$ cat config.mk
export PLATFORM = sky130hd
export DESIGN_NAME = exec_redirect_arb
export DESIGN_NICKNAME = d
export VERILOG_FILES = /design/src/rtl/exec_redirect_arb.sv
export SDC_FILE = /design/constraint.sdc
export NUM_CORES = 1
export LEC_CHECK = 0
export BUFFER_PORTS_ARGS = -buffer_cell sky130_fd_sc_hd__buf_2
export CORE_AREA = 2 2 170 172
export CTS_CLUSTER_DIAMETER = 40
export DETAILED_ROUTE_END_ITERATION = 8
export DIE_AREA = 0 0 172 174
export HOLD_SLACK_MARGIN = 0.12
export PLACE_DENSITY = 0.71
export SLEW_MARGIN = 15
export SYNTH_ARGS = -nofsm -noshare
export SYNTH_HDL_FRONTEND = slang
export SYNTH_SLANG_ARGS = --single-unit
$ cat constraint.sdc
create_clock -name clk -period 1.8 [get_ports clk]
set_clock_uncertainty 0.05 [all_clocks]
set_input_delay 0.36 -clock clk [delete_from_list [all_inputs] [get_ports clk]]
set_output_delay 0.36 -clock clk [all_outputs]
set_load 0.1 [all_outputs]
$ cat src/rtl/exec_redirect_arb.sv
`timescale 1ns/1ps
module exec_redirect_arb #(
  parameter int IW     = 4,
  parameter int EXEC_W = 2,
  parameter int SW     = 8,
  parameter int PW     = 32,
  parameter int CW     = 16
) (
  input  logic             clk,
  input  logic             rst_n,
  input  logic [IW-1:0]    slot_vld_i,
  input  logic [IW-1:0]    slot_sq_i,
  input  logic [IW-1:0]    slot_misp_i,
  input  logic [IW-1:0]    slot_ptkn_i,
  input  logic [IW-1:0]    slot_viol_i,
  input  logic [IW*SW-1:0] slot_seq_i,
  input  logic [IW*PW-1:0] slot_pc_i,
  input  logic [IW*PW-1:0] slot_tgt_i,
  output logic [IW-1:0]    commit_o,
  output logic [IW-1:0]    wake_o,
  output logic             sq_vld_o,
  output logic [SW-1:0]    sq_seq_o,
  output logic [PW-1:0]    sq_mispc_o,
  output logic [PW-1:0]    sq_npc_o,
  output logic             sq_misp_o,
  output logic             sq_taken_o,
  output logic             viol_o,
  output logic [CW-1:0]    cnt_sqexe_o,
  output logic [CW-1:0]    cnt_ptkn_o,
  output logic [CW-1:0]    cnt_viol_o
);
  localparam int FW = $clog2(IW + 1);
  localparam logic [FW-1:0] FU_MAX = FW'(EXEC_W);

  logic [IW-1:0] n_commit, n_wake;
  logic [FW-1:0] fu, n_sqn;
  logic          run, n_red, n_br, n_tkn, n_ptw;
  logic [SW-1:0] n_seq;
  logic [PW-1:0] n_pc, n_npc, pc_i, tgt_i;

  always_comb begin
    n_commit = '0; n_wake = '0; n_sqn = '0; fu = '0; run = 1'b1;
    n_red = 1'b0; n_br = 1'b0; n_tkn = 1'b0; n_ptw = 1'b0;
    n_seq = '0; n_pc = '0; n_npc = '0; pc_i = '0; tgt_i = '0;
    for (int i = 0; i < IW; i++) begin
      if (run && (fu == FU_MAX || !slot_vld_i[i])) run = 1'b0;
      if (run) begin
        n_commit[i] = 1'b1;
        if (slot_sq_i[i]) begin
          n_sqn = n_sqn + 1'b1;
        end else begin
          fu = fu + 1'b1;
          n_wake[i] = 1'b1;
          if (!n_red && (slot_misp_i[i] || slot_viol_i[i])) begin
            pc_i  = slot_pc_i[i*PW +: PW];
            tgt_i = slot_tgt_i[i*PW +: PW];
            n_red = 1'b1;
            n_br  = slot_misp_i[i];
            n_seq = slot_seq_i[i*SW +: SW];
            n_npc = tgt_i;
            n_pc  = slot_misp_i[i] ? pc_i : '0;
            n_tkn = slot_misp_i[i] && (tgt_i != pc_i + PW'(4));
            n_ptw = slot_misp_i[i] && slot_ptkn_i[i];
          end
        end
      end
    end
  end

  always_ff @(posedge clk or negedge rst_n) begin
    if (!rst_n) begin
      commit_o <= '0; wake_o <= '0;
      sq_vld_o <= 1'b0; sq_seq_o <= '0; sq_mispc_o <= '0; sq_npc_o <= '0;
      sq_misp_o <= 1'b0; sq_taken_o <= 1'b0; viol_o <= 1'b0;
      cnt_sqexe_o <= '0; cnt_ptkn_o <= '0; cnt_viol_o <= '0;
    end else begin
      commit_o   <= n_commit;
      wake_o     <= n_wake;
      sq_vld_o   <= n_red;
      sq_seq_o   <= n_seq;
      sq_mispc_o <= n_pc;
      sq_npc_o   <= n_npc;
      sq_misp_o  <= n_br;
      sq_taken_o <= n_tkn;
      viol_o     <= n_red && !n_br;
      cnt_sqexe_o <= cnt_sqexe_o + CW'(n_sqn);
      if (n_ptw) cnt_ptkn_o <= cnt_ptkn_o + 1'b1;
      if (n_red && !n_br) cnt_viol_o <= cnt_viol_o + 1'b1;
    end
  end

  assert_prefix_R1: assert property (@(posedge clk) disable iff (!rst_n)
    ((commit_o + 1'b1) & commit_o) == '0);
  assert_fu_limit_R2: assert property (@(posedge clk) disable iff (!rst_n)
    $countones(wake_o) <= EXEC_W);
  assert_one_kind_R4: assert property (@(posedge clk) disable iff (!rst_n)
    sq_vld_o |-> $onehot({sq_misp_o, viol_o}));
  assert_taken_branch_R5: assert property (@(posedge clk) disable iff (!rst_n)
    sq_taken_o |-> sq_misp_o && sq_vld_o);
  assert_viol_fields_R6: assert property (@(posedge clk) disable iff (!rst_n)
    viol_o |-> sq_vld_o && sq_mispc_o == '0);
  assert_wake_sub_R7: assert property (@(posedge clk) disable iff (!rst_n)
    (wake_o & ~commit_o) == '0);
  assert_redirect_needs_exec_R8: assert property (@(posedge clk) disable iff (!rst_n)
    sq_vld_o |-> wake_o != '0);
endmodule

Yosys cells after proc, flatten, opt, wreduce, memory -nomap -nowiden --
Index checks and enable logic that the tools add are counted.
Word-level totals: register bits after elaboration 132, input bits 310
Cells by class: add/sub/neg operators 12, reductions and logical operators 29, equal/unequal tests 7, mux-type cells 117
Operators by type and width (count):
- $mux 32 | 28
- $add 32x3->32 const B | 4
- $ne 32x32->1 | 4
- $mux 8 | 12
- $mux 1 | 66
- $mux 3 | 11
- $add 16x1->16 const B | 2
- $add 16x3->16 | 1
- $add 3x1->3 const B | 5
- $logic_and 1x1->1 | 15
- $eq 3x2->1 const B | 3
- $logic_not 1->1 | 7
- $logic_or 1x1->1 | 7

Longest topological paths before layout --
word-level depth 21, gate-level depth with buffers 20

Worst setup path before layout --
No wires, ideal clock.
kind in2reg, start point in slot_sq_i[0], end point reg cnt_sqexe_o[15], arrival 3.735 ns, data required time 1.592 ns, buffers on the path 0, setup slack -2.143 ns, stages on the path 20, path through nand2b_1 > inv_1 > ha_1 > nand2b_1 > and3_1 > inv_1 > ha_1 > nand4b_1 > inv_1 > nand2_1 > mux2_2 > ha_1 > mux2_2 > ha_1 > a21o_1 > a21oi_1 > nor2_1 > and4_1 > nand4_1 > xnor2_1
On the way: word-level cells in the longest chain between the ends 18
Ends and longest elaborated chain:
- start, declared | line 12 | input logic [IW-1:0] slot_sq_i,
- parallel branches: the longest is 16 deep, another holds $add 3x1->3
- $mux 3 * | line 47 | if (run) begin
- $add 16x3->16 * | line 86 | cnt_sqexe_o <= cnt_sqexe_o + CW'(n_sqn);
- end signal, assigned | line 86
- end, declared | line 28 | output logic [CW-1:0] cnt_sqexe_o,
Every way passes the cells marked *. A chain may end at the register's enable or synchronous reset.

Worst setup path in the final report --
Same ends and word-level chain as after synthesis.

==> run metrics <==
outcome=finished with violations; violations in the final reports=negative setup slack; final slew viol count=0; die area=29900 µm²; placeable core area=28200 µm²; portion of the post-synthesis area used by sequential elements=31.6%; final worst path period need=3.31 ns; data required time of the worst path=2.07 ns; Post-synth EDFFs=0; Internal Dissipation=7.01 mW; via count of the first global-routing pass=14100; CTS tree=built; Area growth, synth to finish=74.3%; Pre-antenna DRT Iters=9; clock tree root driver cell=sky130_fd_sc_hd__clkbuf_16; grt total ovfl=0; combinational cell fraction of total power=44.4%; sum of routed wire length over all layers=56400 µm; Syn Nets=1550; kind of cell adding the most delay to the critical path=simple AND/OR/NAND/NOR gates; fmax=302 MHz; proportion of total power due to net switching=45.6%; Cell Area, Synth=10500 µm²; mean post-synth cell area=8.55 µm²; Worst Setup Slack post-DPL=-1.95 ns; total negative setup slack=-146.01 ns; Reg area=3300 µm²; H-tree levels=4; #FFs+latches synth=132; TritonCTS Buffers=17; maximum ir drop on the vdd rail=0.596 mV; largest cells by area after synthesis=sky130_fd_sc_hd__dfrtp_1 32%, sky130_fd_sc_hd__xnor2_1 9.6%, sky130_fd_sc_hd__nand2_1 7.1%; transition time of the tightest slew-check pin=0.761 ns; drc violations=0; share of cells above drive strength 1=53.3%; Via density=5.69; CP max FO=3; worst hold slack across all endpoints=0.130 ns; cell type of the slowest stage on the worst timing path=sky130_fd_sc_hd__mux2_4; global-route usage over all layers=35.9%; quantity of I/O buffers inserted on ports=441; Die W=172 µm; number of hold violations in the final report=0; multi-input combinational cell area=7700 µm²; maximum number of pins on one net before global-route repair=44; final total power=12.9 mW; deepest clock path buffer count=2; synthesis warning total=0; detail-routed net length per standard cell=22.6 µm; reported max-cap violation count=0; RSZ-0062 raised after global routing=yes; Post-synth top flop=sky130_fd_sc_hd__dfrtp_1; relative max-transition margin=49.2%; Final nets=2403; wire length of the first global-routing pass=80700 µm; net switching power of the design=5.88 mW; power density normalized to cell area=707 nW/µm²; cell repeated most along the worst path=sky130_fd_sc_hd__ha_4; WS Path Type=in -> reg; Site Rows=62; fraction of synthesized cell area taken by the top area cell type=31.6%; Layout fillers=2397; nature of the critical path startpoint=primary input; Cells after Synth=1224; height of the die=174 µm; clk_lat worst skew=0.44 ns; leading area contributor after synthesis=sky130_fd_sc_hd__dfrtp_1; dominant cell by count in the synthesized netlist=sky130_fd_sc_hd__nand2_1; Post-DP HPWL=43100 µm; Lkg Pwr=9.04 nW; leading cell types by count after synthesis=197 x sky130_fd_sc_hd__nand2_1, 132 x sky130_fd_sc_hd__dfrtp_1, 115 x sky130_fd_sc_hd__xnor2_1; Sequential Power Share=28.0%; total via count in the routed design=14200; critical path, cell by cell=buf_6, nand2b_4, inv_4, ha_4, nand2b_4, and3_4, inv_2, ha_2, nand4b_1, inv_2, nand2_4, mux2_4, ha_4, mux2_4, ha_4, a21o_1, a21oi_2, nor2_2, and4_4, nand4_1, xnor2_1; final worst path period share=184%; final estimated routing congestion in global placement=1.00; post-synthesis async set-or-reset flop share=100%; clock input transition at the sequential cells of the worst setup and hold paths=0.07 ns; worst path buffer plus inverter count=4; CP peak stage delay=0.32 ns; arrival time at the worst endpoint=3.58 ns; Final setup viols=126; antenna violations before repair=16; post-route ant nets=0; clock network power share=27.6%; Worst Setup End Kind=flip-flop; clock sink total=132; worst min path class=in -> reg; initial drt markers=1478; Core Util, Final=64.6%; PnR worst setup slack=-1.51 ns; Top Ports=442; initial cell density of the core=37.1%; count of unique library cells instantiated by Yosys=90
area by class of cell:
cell class,instances,area share (%)
Multi-Input combinational cell,1017,42.2
Clock buffer,19,2.43
Clock inverter,13,0.679
Tap cell,384,2.63
Timing Repair Buffer,889,33.3
Inverter,20,0.425
Antenna cell,15,0.206
Sequential cell,132,18.1
power groups by stage:
stage,clock (mW),combinational (mW),sequential [mW]
finish,3.55,5.72,3.62
detailed placement,0,5.34,3.60
floorplan,0,1.18,5.66
global placement,0,5.28,3.59
CTS,3.55,5.54,3.57
global route,3.70,5.96,3.65
cell usage in the layout, fill, tap and decap left out, types with 16 or more instances in the layout:
cell	netlist	final
sky130_fd_sc_hd__a222oi_1	72	72
sky130_fd_sc_hd__nand2_4	0	23
sky130_fd_sc_hd__buf_2	7	420
sky130_fd_sc_hd__nor4_1	35	35
sky130_fd_sc_hd__nor2_4	0	16
sky130_fd_sc_hd__nand4_1	41	41
sky130_fd_sc_hd__clkbuf_16	0	17
sky130_fd_sc_hd__nand2_1	197	106
sky130_fd_sc_hd__a21oi_1	39	30
sky130_fd_sc_hd__inv_1	20	17
sky130_fd_sc_hd__dlygate4sd3_1	0	16
sky130_fd_sc_hd__xnor2_1	115	106
sky130_fd_sc_hd__nand2_2	0	68
sky130_fd_sc_hd__buf_12	0	22
sky130_fd_sc_hd__dfrtp_1	132	132
sky130_fd_sc_hd__buf_6	1	26
sky130_fd_sc_hd__and3_1	31	29
sky130_fd_sc_hd__nor2_1	55	38
sky130_fd_sc_hd__o21ai_0	37	34
sky130_fd_sc_hd__nand3_1	69	57
sky130_fd_sc_hd__xor2_1	81	79
sky130_fd_sc_hd__buf_4	2	390
state kept, by name (all words and copies together), names as in the netlist:
register and flops:
sq_npc_o 32, wake_o 4, sq_mispc_o 32, cnt_ptkn_o 16, sq_vld_o 1, viol_o 1
sq_seq_o 8, cnt_sqexe_o 16, cnt_viol_o 16, commit_o 4, sq_misp_o 1, sq_taken_o 1
repair_timing:
item | CTS | global route
pin swaps | 65 | 30
hold buffers | 16 | 0
gates resized for setup | 133 | 113
buffers inserted | 32 | 20
setup endpoints to repair | 127 | 137
endpoints found under the hold margin | 54 | 0
cloned | 7 | 0
worst register-to-register path, delay by kind of cell, from the launching register on:
| kind | cells | cell delay (ns) |
|---|---|---|
| flip-flops | 1 | 0.48 |
| AND/OR/NAND/NOR | 4 | 0.98 |
| XOR/XNOR | 1 | 0.14 |
worst paths after layout:
kind	from	to	slack [ns]	cells after the start
setup / recovery	slot_sq_i[0]	cnt_sqexe_o[15]	-1.51	21
hold / removal	slot_tgt_i[125]	sq_npc_o[29]	0.13	3
setup reg to reg	cnt_ptkn_o[6]	cnt_ptkn_o[15]	0.02	5
hold reg to reg	cnt_ptkn_o[15]	cnt_ptkn_o[15]	0.42	1
max in group asynchronous	rst_n	sq_npc_o[2]	0.65	3
min in group asynchronous	rst_n	cnt_sqexe_o[3]	0.38	2
logic make-up (layout without fill, tap and decap cells):
family | after synthesis | count (layout) | synth area share, %
adder cells (fa/ha/maj) | 16 | 16 | 1.99
XOR/XNOR | 196 | 196 | 16.4
AO/OA/AOI/OAI | 248 | 248 | 18.3
other | 0 | 15 | 0
multiplexers | 12 | 12 | 1.24
flip-flops | 132 | 132 | 31.6
AND/OR/NAND/NOR | 545 | 545 | 27.4
buffers and inverters | 75 | 941 | 3.10
per-layer routing:
| layer | GRT usage [%] | up-vias | wire length [µm] |
|---|---|---|---|
| met5 | 0 | - | 25 |
| li1 | - | 6357 | - |
| met3 | 7.31 | 150 | 4850 |
| met1 | 43.2 | 6852 | 21700 |
| met2 | 61.4 | 798 | 27200 |
| met4 | 15.8 | 4 | 2590 |
metrics by stage:
step                      instances  instance area [µm²]
after floorplan                1224                10700
after CTS                      2469                17900
after global routing           2485                18200
final                          2489                18200
after global placement         2393                16300
after detailed placement       2393                16300
Note: power is estimated with default switching activity, not from simulation.
